===== config.mk =====
export PLATFORM = sky130hd
export DESIGN_NAME = spi_fifo_master
export DESIGN_NICKNAME = d
export VERILOG_FILES = /design/src/rtl/spi_fifo_pkg.sv /design/src/rtl/spi_sync_fifo.sv /design/src/rtl/spi_sck_timer.sv /design/src/rtl/spi_shift_engine.sv /design/src/rtl/spi_fifo_master.sv
export SDC_FILE = /design/constraint.sdc
export NUM_CORES = 1
export LEC_CHECK = 0
export ABC_CLOCK_PERIOD_IN_PS = 5500
export CORE_MARGIN = 2
export CORE_UTILIZATION = 45
export CTS_CLUSTER_DIAMETER = 150
export DETAILED_ROUTE_END_ITERATION = 10
export GPL_ROUTABILITY_DRIVEN = 0
export PLACE_DENSITY = 0.74
export SLEW_MARGIN = 5
export SYNTH_ARGS = -nofsm -noshare
export SYNTH_HDL_FRONTEND = slang
export SYNTH_SLANG_ARGS = --single-unit

===== constraint.sdc =====
create_clock -name clk -period 5.5 [get_ports clk]
set_input_delay 1.1 -clock clk [delete_from_list [all_inputs] [get_ports clk]]
set_output_delay 1.1 -clock clk [all_outputs]
set_load 0.005 [all_outputs]

===== src/rtl/spi_fifo_pkg.sv =====
package spi_fifo_pkg;

   typedef enum logic [1:0] {
      RA_TXDATA  = 2'd0,
      RA_DIVIDER = 2'd1,
      RA_CONTROL = 2'd2,
      RA_ERRCLR  = 2'd3
   } spi_reg_e;

   typedef enum logic {
      ENG_IDLE  = 1'b0,
      ENG_SHIFT = 1'b1
   } spi_eng_e;

   localparam int unsigned CTRL_SWMODE_BIT = 0;
   localparam int unsigned CTRL_CSLVL_BIT  = 1;
   localparam int unsigned ERRCLR_BIT      = 0;

endpackage


===== src/rtl/spi_sync_fifo.sv =====
module spi_sync_fifo #(
   parameter  int unsigned WIDTH = 8,
   parameter  int unsigned DEPTH = 8,
   localparam int unsigned AW    = $clog2(DEPTH),
   localparam int unsigned LW    = AW + 1
) (
   input  logic             clk,
   input  logic             rst_n,
   input  logic             push,
   input  logic [WIDTH-1:0] push_data,
   input  logic             pop,
   output logic [WIDTH-1:0] head,
   output logic             full,
   output logic             empty,
   output logic [LW-1:0]    level
);

   if (DEPTH < 2 || (DEPTH & (DEPTH - 1)) != 0) begin : g_bad_depth
      $error("spi_sync_fifo: DEPTH must be a power of two, at least 2");
   end
   if (WIDTH < 1) begin : g_bad_width
      $error("spi_sync_fifo: WIDTH must be positive");
   end

   logic [WIDTH-1:0] mem_q [DEPTH];
   logic [AW-1:0]    wr_ptr_q;
   logic [AW-1:0]    rd_ptr_q;
   logic [LW-1:0]    count_q;
   logic             do_push;
   logic             do_pop;

   assign full    = (count_q == LW'(DEPTH));
   assign empty   = (count_q == '0);
   assign level   = count_q;
   assign head    = mem_q[rd_ptr_q];
   assign do_push = push && !full;
   assign do_pop  = pop && !empty;

   always_ff @(posedge clk) begin
      if (do_push) begin
         mem_q[wr_ptr_q] <= push_data;
      end
   end

   always_ff @(posedge clk or negedge rst_n) begin
      if (!rst_n) begin
         wr_ptr_q <= '0;
         rd_ptr_q <= '0;
         count_q  <= '0;
      end else begin
         if (do_push) wr_ptr_q <= wr_ptr_q + 1'b1;
         if (do_pop)  rd_ptr_q <= rd_ptr_q + 1'b1;
         case ({do_push, do_pop})
            2'b10:   count_q <= count_q + 1'b1;
            2'b01:   count_q <= count_q - 1'b1;
            default: count_q <= count_q;
         endcase
      end
   end

   // A push into a full queue without a pop must be discarded.
   assert_full_discard_R7: assert property (@(posedge clk) disable iff (!rst_n)
      (full && push && !pop) |=> (full && $stable(level)));

   // Popping an empty queue leaves it empty.
   assert_empty_pop_R7: assert property (@(posedge clk) disable iff (!rst_n)
      (empty && pop && !push) |=> empty);

endmodule


===== src/rtl/spi_sck_timer.sv =====
module spi_sck_timer #(
   parameter  int unsigned DIV_W = 16,
   localparam int unsigned HW    = DIV_W - 1
) (
   input  logic          clk,
   input  logic          rst_n,
   input  logic          run,
   input  logic [HW-1:0] half_period,
   output logic          tick
);

   if (DIV_W < 2) begin : g_bad_div
      $error("spi_sck_timer: DIV_W must be at least 2");
   end

   logic [HW-1:0] cnt_q;
   logic [HW-1:0] half_eff;

   // Ratios 0 and 1 collapse to the fastest legal rate (half period of 1).
   assign half_eff = (half_period == '0) ? HW'(1) : half_period;
   assign tick     = run && (cnt_q >= half_eff - HW'(1));

   always_ff @(posedge clk or negedge rst_n) begin
      if (!rst_n) begin
         cnt_q <= '0;
      end else if (!run || tick) begin
         cnt_q <= '0;
      end else begin
         cnt_q <= cnt_q + 1'b1;
      end
   end

   // Counter is held at zero while the engine is stopped.
   assert_idle_count_R1: assert property (@(posedge clk) disable iff (!rst_n)
      !run |=> (cnt_q == '0));

endmodule


===== src/rtl/spi_shift_engine.sv =====
module spi_shift_engine
   import spi_fifo_pkg::*;
#(
   parameter  int unsigned FRAME_W = 8,
   localparam int unsigned BCW     = $clog2(FRAME_W)
) (
   input  logic               clk,
   input  logic               rst_n,
   input  logic               tick,
   input  logic               tx_empty,
   input  logic [FRAME_W-1:0] tx_head,
   output logic               tx_pop,
   input  logic               rx_full,
   output logic               rx_push,
   output logic               rx_drop,
   output logic [FRAME_W-1:0] rx_frame,
   output logic               sck,
   output logic               mosi,
   input  logic               miso,
   output logic               busy
);

   if (FRAME_W < 2) begin : g_bad_frame
      $error("spi_shift_engine: FRAME_W must be at least 2");
   end

   spi_eng_e           state_q;
   logic               sck_q;
   logic [FRAME_W-1:0] tx_sh_q;
   logic [FRAME_W-1:0] rx_sh_q;
   logic [BCW-1:0]     bit_q;
   logic               last_bit;
   logic               start;
   logic               frame_end;

   assign last_bit  = (bit_q == BCW'(FRAME_W - 1));
   assign start     = (state_q == ENG_IDLE) && !tx_empty;
   assign frame_end = (state_q == ENG_SHIFT) && tick && sck_q && last_bit;

   assign tx_pop   = start || (frame_end && !tx_empty);
   assign rx_push  = frame_end && !rx_full;
   assign rx_drop  = frame_end && rx_full;
   assign rx_frame = rx_sh_q;
   assign sck      = sck_q;
   assign mosi     = tx_sh_q[FRAME_W-1];
   assign busy     = (state_q == ENG_SHIFT);

   always_ff @(posedge clk or negedge rst_n) begin
      if (!rst_n) begin
         state_q <= ENG_IDLE;
         sck_q   <= 1'b0;
         tx_sh_q <= '0;
         rx_sh_q <= '0;
         bit_q   <= '0;
      end else begin
         case (state_q)
            ENG_IDLE: begin
               if (!tx_empty) begin
                  state_q <= ENG_SHIFT;
                  tx_sh_q <= tx_head;
                  bit_q   <= '0;
                  sck_q   <= 1'b0;
               end
            end
            ENG_SHIFT: begin
               if (tick) begin
                  if (!sck_q) begin
                     sck_q   <= 1'b1;
                     rx_sh_q <= {rx_sh_q[FRAME_W-2:0], miso};
                  end else begin
                     sck_q <= 1'b0;
                     if (last_bit) begin
                        if (!tx_empty) begin
                           tx_sh_q <= tx_head;
                           bit_q   <= '0;
                        end else begin
                           state_q <= ENG_IDLE;
                        end
                     end else begin
                        tx_sh_q <= {tx_sh_q[FRAME_W-2:0], 1'b0};
                        bit_q   <= bit_q + 1'b1;
                     end
                  end
               end
            end
            default: state_q <= ENG_IDLE;
         endcase
      end
   end

   assert_sck_idle_low_R2: assert property (@(posedge clk) disable iff (!rst_n)
      !busy |-> !sck);

   assert_mosi_on_fall_R2: assert property (@(posedge clk) disable iff (!rst_n)
      (busy && $past(busy) && !$fell(sck)) |-> $stable(mosi));

   assert_release_when_dry_R4: assert property (@(posedge clk) disable iff (!rst_n)
      $fell(busy) |-> $past(tx_empty));

   assert_busy_ends_on_fall_R8: assert property (@(posedge clk) disable iff (!rst_n)
      $fell(busy) |-> ($past(sck) && !sck));

endmodule


===== src/rtl/spi_fifo_master.sv =====
module spi_fifo_master
   import spi_fifo_pkg::*;
#(
   parameter  int unsigned FRAME_W    = 8,
   parameter  int unsigned FIFO_DEPTH = 8,
   parameter  int unsigned DIV_W      = 16,
   parameter  int unsigned DIV_RESET  = 4,
   localparam int unsigned LVL_W      = $clog2(FIFO_DEPTH) + 1
) (
   input  logic               clk,
   input  logic               rst_n,
   input  logic               wr_en,
   input  logic [1:0]         wr_addr,
   input  logic [DIV_W-1:0]   wr_data,
   input  logic               rx_pop,
   output logic [FRAME_W-1:0] rx_data,
   output logic               tx_full,
   output logic               tx_empty,
   output logic [LVL_W-1:0]   tx_level,
   output logic               rx_full,
   output logic               rx_empty,
   output logic [LVL_W-1:0]   rx_level,
   output logic               rx_overflow,
   output logic               busy,
   output logic               spi_sck,
   output logic               spi_mosi,
   input  logic               spi_miso,
   output logic               spi_cs_n
);

   if (DIV_W < FRAME_W || DIV_W < 2) begin : g_bad_width
      $error("spi_fifo_master: DIV_W must cover FRAME_W and be at least 2");
   end
   if (DIV_RESET >= (1 << DIV_W)) begin : g_bad_reset
      $error("spi_fifo_master: DIV_RESET does not fit in DIV_W bits");
   end

   localparam int unsigned HALF_W = DIV_W - 1;

   logic [HALF_W-1:0]  half_q;
   logic               sw_mode_q;
   logic               sw_cs_q;
   logic               err_q;

   logic               wr_tx;
   logic               wr_div;
   logic               wr_ctl;
   logic               wr_clr;
   logic               tick;
   logic               eng_busy;
   logic               tx_pop;
   logic [FRAME_W-1:0] tx_head;
   logic               rx_push;
   logic               rx_drop;
   logic [FRAME_W-1:0] rx_frame;

   assign wr_tx  = wr_en && (wr_addr == RA_TXDATA);
   assign wr_div = wr_en && (wr_addr == RA_DIVIDER);
   assign wr_ctl = wr_en && (wr_addr == RA_CONTROL);
   assign wr_clr = wr_en && (wr_addr == RA_ERRCLR) && wr_data[ERRCLR_BIT];

   always_ff @(posedge clk or negedge rst_n) begin
      if (!rst_n) begin
         half_q    <= HALF_W'(DIV_RESET >> 1);
         sw_mode_q <= 1'b0;
         sw_cs_q   <= 1'b1;
         err_q     <= 1'b0;
      end else begin
         if (wr_div) half_q <= wr_data[DIV_W-1:1];
         if (wr_ctl) begin
            sw_mode_q <= wr_data[CTRL_SWMODE_BIT];
            sw_cs_q   <= wr_data[CTRL_CSLVL_BIT];
         end
         if (rx_drop)     err_q <= 1'b1;
         else if (wr_clr) err_q <= 1'b0;
      end
   end

   spi_sync_fifo #(.WIDTH(FRAME_W), .DEPTH(FIFO_DEPTH)) tx_fifo_i (
      .clk       (clk),
      .rst_n     (rst_n),
      .push      (wr_tx),
      .push_data (wr_data[FRAME_W-1:0]),
      .pop       (tx_pop),
      .head      (tx_head),
      .full      (tx_full),
      .empty     (tx_empty),
      .level     (tx_level)
   );

   spi_sync_fifo #(.WIDTH(FRAME_W), .DEPTH(FIFO_DEPTH)) rx_fifo_i (
      .clk       (clk),
      .rst_n     (rst_n),
      .push      (rx_push),
      .push_data (rx_frame),
      .pop       (rx_pop),
      .head      (rx_data),
      .full      (rx_full),
      .empty     (rx_empty),
      .level     (rx_level)
   );

   spi_sck_timer #(.DIV_W(DIV_W)) timer_i (
      .clk         (clk),
      .rst_n       (rst_n),
      .run         (eng_busy),
      .half_period (half_q),
      .tick        (tick)
   );

   spi_shift_engine #(.FRAME_W(FRAME_W)) engine_i (
      .clk      (clk),
      .rst_n    (rst_n),
      .tick     (tick),
      .tx_empty (tx_empty),
      .tx_head  (tx_head),
      .tx_pop   (tx_pop),
      .rx_full  (rx_full),
      .rx_push  (rx_push),
      .rx_drop  (rx_drop),
      .rx_frame (rx_frame),
      .sck      (spi_sck),
      .mosi     (spi_mosi),
      .miso     (spi_miso),
      .busy     (eng_busy)
   );

   assign busy        = eng_busy;
   assign rx_overflow = err_q;
   assign spi_cs_n    = sw_mode_q ? sw_cs_q : !eng_busy;

   assert_sw_cs_hold_R5: assert property (@(posedge clk) disable iff (!rst_n)
      (sw_mode_q && !wr_ctl) |=> $stable(spi_cs_n));

   assert_err_sticky_R6: assert property (@(posedge clk) disable iff (!rst_n)
      (rx_overflow && !wr_clr) |=> rx_overflow);

endmodule


Yosys cells after proc, flatten, opt, wreduce, memory -nomap -nowiden:

Memories as Yosys holds them, arrays and structs flattened.
Cells that the tools add are included.

* register bits after elaboration: 74
* bits in writable memories: 128
* input port bits: 23
* output and inout port bits: 25
* memories: 2

* add/sub/neg operators: 11
* $lt $le $gt $ge: 1
* equality and inequality tests: 13
* muxes and demuxes: 30
* bitwise gates (word level): 2
* reductions and logical operators: 34

Memory list
* rx_fifo_i.mem_q: words 8, width 8, read ports 1, clocked after memory_dff 0, wr ports 1, RTL line spi_sync_fifo.sv:25 `logic [WIDTH-1:0] mem_q [DEPTH];`
* tx_fifo_i.mem_q: words 8, width 8, read ports 1, clocked after memory_dff 0, wr ports 1, RTL line spi_sync_fifo.sv:25

Operators by type and width (count)
* 2-to-1 mux 8 bit: 4
* 2-to-1 mux 15 bit: 2
* logical AND 1 bit: 17
* case mux 4 bit (2 select lines): 2
* case mux 8 bit (2 select lines): 1
* adder 15 x 1 -> 15 bit (second input constant): 1
* adder 3 x 1 -> 3 bit (second input constant): 5
* >= comparator 15 bit: 1
* logical NOT 15 bit: 1
* subtractor 15 x 1 -> 15 bit (second input constant): 1
* 2-to-1 mux 1 bit: 14
* 2-to-1 mux 3 bit: 4
* adder 4 x 1 -> 4 bit (second input constant): 2
* == test 2 bit (second input constant): 4
* == test 4 bit (second input constant): 2
* logical NOT 4 bit: 2
* subtractor 4 x 1 -> 4 bit (second input constant): 2
* == test 2 x 1 -> 1 bit (second input constant): 3
* case mux 3 bit (2 select lines): 1
* nonzero test 2 bit: 3
* logical NOT 1 bit: 5
* != test 2 bit (second input constant): 2
* case mux 1 bit (2 select lines): 2
* AND reduction 2 bit: 2
* 6 further kinds: 8

Longest topological paths before layout:

* word-level depth: 13
* mapped depth: 23
* gate-level depth less buffers: 23

Cells and area by module:

A second synthesis with hierarchy kept.

* cells, all modules: 583
* area, all modules: 9345.2 µm²

By module, submodules not included
* spi_sync_fifo (tx_fifo_i): instances 1, cells each 161, area an instance 3139.3 µm², sequential area each 2172.1 µm²
* spi_sync_fifo (rx_fifo_i): instances 1, cells each 162, area an instance 3136.8 µm², sequential area each 2172.1 µm²
* spi_sck_timer: instances 1, cells each 146, area an instance 1300.0 µm², sequential area each 375.4 µm²
* spi_shift_engine: instances 1, cells each 71, area an instance 1018.5 µm², sequential area each 525.5 µm²
* spi_fifo_master: instances 1, cells each 43, area an instance 750.7 µm², sequential area each 452.9 µm²

Worst setup path after synthesis:

OpenSTA, ideal clock, no wires.

* path kind: reg-to-reg
* start point: register half_q[9]
* end point: register tx_fifo_i.count_q[3], in the netlist tx_fifo_i.level[3]
* setup time: 125 ps
* data arrival time: 4857 ps
* required time: 5375 ps
* setup slack: 518 ps
* cell stages (with the launch flop): 24
* buffers on the path: 0
* clock period less this slack: 4982 ps
* path through: dfrtp_1 -> or4_1 -> nor3_1 -> nand3_1 -> nor4_1 -> nor2_1 -> ha_1 -> and3_1 -> nand2_1 -> xor2_1 -> ha_1 -> and2_0 -> a221o_1 -> a221oi_2 -> o21ai_2 -> a41oi_2 -> inv_1 -> ha_1 -> ha_1 -> a21o_1 -> a21oi_1 -> xnor2_1 -> nor2_1 -> xor2_1

* word-level cells in the longest chain between the ends: 13
* elaborated cells on any way between the ends: 15
* those cells by class: add/sub (1); order compare (1); eq/ne (2); mux (2); reduce/logical (9)

RTL lines
* start, declared: RTL line spi_fifo_master.sv:40 `logic [HALF_W-1:0] half_q;`
* start signal, assigned: RTL line spi_fifo_master.sv:64 `half_q <= HALF_W'(DIV_RESET >> 1);`
* start signal, assigned: RTL line spi_fifo_master.sv:69 `if (wr_div) half_q <= wr_data[DIV_W-1:1];`
* logical NOT 15 bit: RTL line spi_sck_timer.sv:20 `assign half_eff = (half_period == '0) ? HW'(1) : half_period;`
* 2-to-1 mux 15 bit *: RTL line spi_sck_timer.sv:20
* subtractor 15 x 1 -> 15 bit *: RTL line spi_sck_timer.sv:21 `assign tick = run && (cnt_q >= half_eff - HW'(1));`
* >= comparator 15 bit *: RTL line spi_sck_timer.sv:21
* logical AND 1 bit *: RTL line spi_sck_timer.sv:21
* logical AND 1 bit * (3 in series): RTL line spi_shift_engine.sv:38 `assign frame_end = (state_q == ENG_SHIFT) && tick && sck_q && last_bit;`
* logical AND 1 bit *: RTL line spi_shift_engine.sv:40 `assign tx_pop = start || (frame_end && !tx_empty);`
* logical OR 1 bit *: RTL line spi_shift_engine.sv:40
* logical AND 1 bit *: RTL line spi_sync_fifo.sv:37 `assign do_pop = pop && !empty;`
* via tx_fifo_i.do_pop: RTL line spi_sync_fifo.sv:30 `logic do_pop;`
* == test 2 x 1 -> 1 bit / == test 2 bit (equally long branches): RTL line spi_sync_fifo.sv:53 `case ({do_push, do_pop})`
* case mux 4 bit (2 select lines) / nonzero test 2 bit (equally long branches)
* end signal, assigned: RTL line spi_sync_fifo.sv:54 `2'b10: count_q <= count_q + 1'b1;`
* end signal, assigned: RTL line spi_sync_fifo.sv:55 `2'b01: count_q <= count_q - 1'b1;`
* end signal, assigned: RTL line spi_sync_fifo.sv:56 `default: count_q <= count_q;`
* end, declared: RTL line spi_sync_fifo.sv:28 `logic [LW-1:0] count_q;`

Mark *: on every way through the listed nets, which the timed path passes. The rest lies on a longest branch.
A chain may end at the register's enable or synchronous reset.

Final worst setup path:

* start point: register half_q[9]
* end point: register rx_fifo_i.count_q[3], in the netlist rx_fifo_i.level[3]

* word-level cells in the longest chain between the ends: 12
* elaborated cells on any way between the ends: 14
* those cells by class: add/sub (1); order compare (1); eq/ne (2); mux (2); reduce/logical (8)

RTL lines
* logical NOT 15 bit: RTL line spi_sck_timer.sv:20
* 2-to-1 mux 15 bit *: RTL line spi_sck_timer.sv:20
* subtractor 15 x 1 -> 15 bit *: RTL line spi_sck_timer.sv:21
* >= comparator 15 bit *: RTL line spi_sck_timer.sv:21
* logical AND 1 bit *: RTL line spi_sck_timer.sv:21
* logical AND 1 bit * (3 in series): RTL line spi_shift_engine.sv:38
* logical AND 1 bit *: RTL line spi_shift_engine.sv:41 `assign rx_push = frame_end && !rx_full;`
* logical AND 1 bit *: RTL line spi_sync_fifo.sv:36 `assign do_push = push && !full;`
* == test 2 x 1 -> 1 bit / == test 2 bit (equally long branches): RTL line spi_sync_fifo.sv:53
* case mux 4 bit (2 select lines) / nonzero test 2 bit (equally long branches)
* end signal, assigned: RTL line spi_sync_fifo.sv:54
* end signal, assigned: RTL line spi_sync_fifo.sv:55
* end signal, assigned: RTL line spi_sync_fifo.sv:56
* end, declared: RTL line spi_sync_fifo.sv:28

Every way passes the cells marked *; elsewhere a longest branch is shown, timed or not.

==> results.txt <==
----------------------------------------------------
[Logic synthesis]
  Mean cell area of the mapped netlist ... 15.6 µm²
  Fraction of post-synthesis cell area in the top cell type by area ... 43.5%
  Dominant cells by area after synthesis ... edfxtp_1, dfrtp_1, mux4_2, mux2_2, ha_1
  Warnings, synthesis ... 0
  Seq/Total Area, Yosys ... 64.5%
  Most common flop cell mapped by yosys ... edfxtp_1
  Count of unique library cells instantiated by Yosys ... 53
  Share of synthesized registers carrying an async set or reset ... 36.6%
  Post-synth top area cell ... edfxtp_1
  Gate count of the mapped netlist ... 568
  Net count after synthesis ... a little over 600
  Post-synthesis register bit count ... 202
  Number of enable flip-flop cells after synthesis ... 128
  Netlist area before placement ... 0.00884 mm²

[CTS]
  Total clock buffers created by CTS ... 22
  Clock Pin Slew Worst Setup and Hold Paths ... 0.06 ns
  Setup fix buffers added after clock tree synthesis ... 0
  Clock root buffer ... clkbuf_16
  Number of H-tree branching levels ... 1
  Cts hold-fix bufs ... 0
  Number of cells upsized or downsized after cts ... 0
  Clock latency on the worst-skew pair ... 0.50 ns
  Clock tree from TritonCTS ... done
  Number of clock sinks ... 202
  Clock Path Buffers ... 3

[Detailed routing]
  1st-iter DRT viols ... 375
  First-pass DRT Iterations ... 4
  Overall via count from detail_route ... about 4,900
  Overall routed net length ... approximately 17,000 µm
  Via count normalized by instance count ... 5.39
  WL per Instance ... 18.5 µm
  Residual DRC ... 0
  Number of antenna-violating nets in the routed design ... 0

[Worst setup path]
  Worst Path Arrival ... ~5.5 ns
  Largest fanout on the critical path ... 14
  Worst reg2reg path startpoint ... half_q[9]
  Setup slack, reg-to-reg ... between 0.3 and 0.4 ns
  Launch point of the critical path ... half_q[9]
  Endpoint kind of the worst setup timing path ... flop
  Crit path required time ... 5.87 ns
  Worst setup path endpoint ... rx_fifo_i.level[3]
  Worst reg2reg path depth ... 23
  Kind of launch point of the worst setup path ... flop
  Classification of the worst setup path ... flop to flop
  End of the worst register-to-register path ... rx_fifo_i.level[3]

[Placed design]
  Placed Instances ... 876
  Half-perimeter wire length after placement ... 11,300 µm
  Count of port buffers added during placement ... 47

[Global routing]
  Leftover overflow at the end of global routing ... 0
  Pin count of the biggest net entering global routing ... 75
  First-pass GRT wire length ... between 20,000 and 30,000 µm
  Antenna violations before repair ... 0
  Vias in the first global route ... 5,248
  GR Util All Layers ... 17.2%

[STA]
  Min Hold Slack ... 0.485 ns
  Worst clock skew ... 0.0156 ns
  Unrepaired setup endpoints after global routing ... no
  Maximum frequency from static timing analysis ... 195 MHz
  Final setup violating endpoints ... 0
  Aggregate negative setup slack ... 0 ns
  Number of pins exceeding their max-slew limit in the final report ... 0
  Post-route minimum period ... around 5 ns
  Tightest slew margin relative to the limit ... approximately a quarter
  Total count of hold-check failures in the final report ... 0
  Slew at the pin closest to its max-slew limit ... between 1 and 1.5 ns
  Fraction of the cycle the final worst path needs ... 93.3%

[Outcome]
  Result of the run ... complete, no violations

[Die]
  Die extent in y ... 144 µm
  Area of the core ... 0.0194 mm²
  I/O pin total ... 48
  Placement Rows ... 51
  Die area ... approximately 0.021 mm²
  Starting density of the core ... a little under half
  Die Span X ... 144 µm

[Pwr]
  Maximum vdd drop ... roughly 350 µV
  Power Internal ... 0.00316 W
  Switching share of power ... 28.1%
  Clock Power Share ... roughly a third
  Part of the total power dissipated in combinational logic ... 20.6%
  Sequential share of power ... 47.8%
  Total power per unit cell area ... 424 mW/mm²
  Net switching power ... 0.00124 W
  Cell leakage power ... 3.83 nW

[Hold path]
  Hold Path Origin ... engine_i.bit_q[0]
  Min-delay worst type ... flop to flop
  Worst Hold Path Cells ... 1

[Run]
  Maximum capacitance violations ... 0

[Final layout]
  Layout Nets ... 689
  Ratio of cells with drive above 1 in the final layout ... between 20% and 30%
  Area added between synthesis and finish ... 17.4%
  Number of cells in the finished layout apart from fillers ... 916
  Number of diodes ... 0

----------------------------------------------------
[Yosys cell counts (all sizes together) (7+ instances only)]
cell type and instances:
mux2 42, xor2 15, nor2 41, o21ai 9, inv 19, mux4 32, nand3 10, o22a 7
nand4 7, nand2 34, clkbuf 12, xnor2 25, dfrtp 72, nor3 10, a21oi 7, ha 29
nand2b 8, edfxtp 128
[power by group through the flow]
stage / registers [W] / clock network, W / logic [W]
finish: 0.00210 / 0.00139 / 0.000907
global route: 0.00215 / 0.00148 / 0.00101
CTS: 0.00210 / 0.00141 / 0.000918
detailed placement: 0.00213 / 0 / 0.000910
global placement: 0.00211 / 0 / 0.000864
floorplan: 0.00194 / 0 / 0.000749
[how the worst min path moves through the flow]
stage          slack, ns                end
4_1_cts             0.49  engine_i.bit_q[0]
5_1_grt             0.51  engine_i.bit_q[0]
2_1_floorplan       0.46  engine_i.bit_q[0]
6_report            0.48  engine_i.bit_q[0]
3_5_place_dp        0.48  engine_i.bit_q[0]
3_3_place_gp        0.47  engine_i.bit_q[0]
[cell families after synthesis]
kind of cell | count (synthesis) | synth area share, %
compound gates | 46 | 4.02
mux | 76 | 13.7
flops | 202 | 64.5
buf+inv | 36 | 1.59
fa+ha+maj | 31 | 4.56
xor+xnor | 40 | 3.96
simple gates | 137 | 7.67
[final cells by class]
| type | instances | area [µm²] |
|---|---|---|
| Clock buffer | 29 | 598 |
| Clock inverter | 11 | 86.3 |
| Fill cell | 1585 | 9020 |
| Inverter | 19 | 71.3 |
| Multi-Input combinational cell | 330 | 3030 |
| Sequential cell | 202 | 5700 |
| Tap cell | 265 | 332 |
| Timing Repair Buffer | 60 | 566 |
[layer usage]
| layer | track usage [%] | part of all wire [%] |
|---|---|---|
| met5 | 0 | 0 |
| met4 | 4.24 | 2.0 |
| met3 | 2.91 | 3.9 |
| met2 | 30.8 | 52 |
| met1 | 21.8 | 42 |
[registers in the layout (all words and copies together), names as in the netlist, 3 cells and up]
| name | flops |
|---|---|
| half_q | 15 |
| rx_fifo_i.rd_ptr_q | 3 |
| tx_fifo_i.mem_q | 64 |
| timer_i.cnt_q | 15 |
| tx_fifo_i.level | 4 |
| engine_i.rx_frame | 8 |
| engine_i.bit_q | 3 |
| engine_i.tx_sh_q | 8 |
| rx_fifo_i.mem_q | 64 |
| rx_fifo_i.wr_ptr_q | 3 |
| tx_fifo_i.wr_ptr_q | 3 |
| rx_fifo_i.level | 4 |
| tx_fifo_i.rd_ptr_q | 3 |
[cells in the final DEF (no fill, tap or decap), drive strengths merged, types with 7 or more instances in the layout]
cell type,count
nand2,34
nor3,10
clkbuf,29
mux4,32
dfrtp,72
buf,14
a21oi,7
ha,29
nand4,7
xor2,15
o21ai,9
o22a,7
mux2,42
clkdlybuf4s50,46
nand3,10
xnor2,25
edfxtp,128
inv,19
nand2b,8
nor2,41
[per-stage QoR]
stage          total power, W  cell area (µm²)  worst slack (ns)  utilization [%]
2_1_floorplan         0.00269             8840             0.518                -
3_3_place_gp          0.00298             9670             0.420             49.8
3_5_place_dp          0.00304             9670            0.0879             49.8
4_1_cts               0.00443            10400            0.0582             53.4
5_1_grt               0.00464            10400            0.0256             53.5
6_report              0.00440            10400             0.369             53.5
[critical path, cell delays in order, from the launching register on]
cell and delay (ns):
dfrtp_1 0.42, or4_4 0.59, nor3_4 0.16, nand3_1 0.14, nor4_2 0.15, nor2_1 0.09
ha_1 0.23, and3_1 0.20, nand2_1 0.10, xor2_1 0.19, ha_1 0.27, and2_0 0.18
a221o_1 0.31, a221oi_2 0.33, o21ai_2 0.13, buf_4 0.21, nand3_2 0.12, ha_1 0.21
ha_1 0.24, a21o_1 0.18, a21oi_1 0.17, xnor2_1 0.14, nor2_1 0.07, xor2_1 0.15
Power figures use the tool's default switching activity.
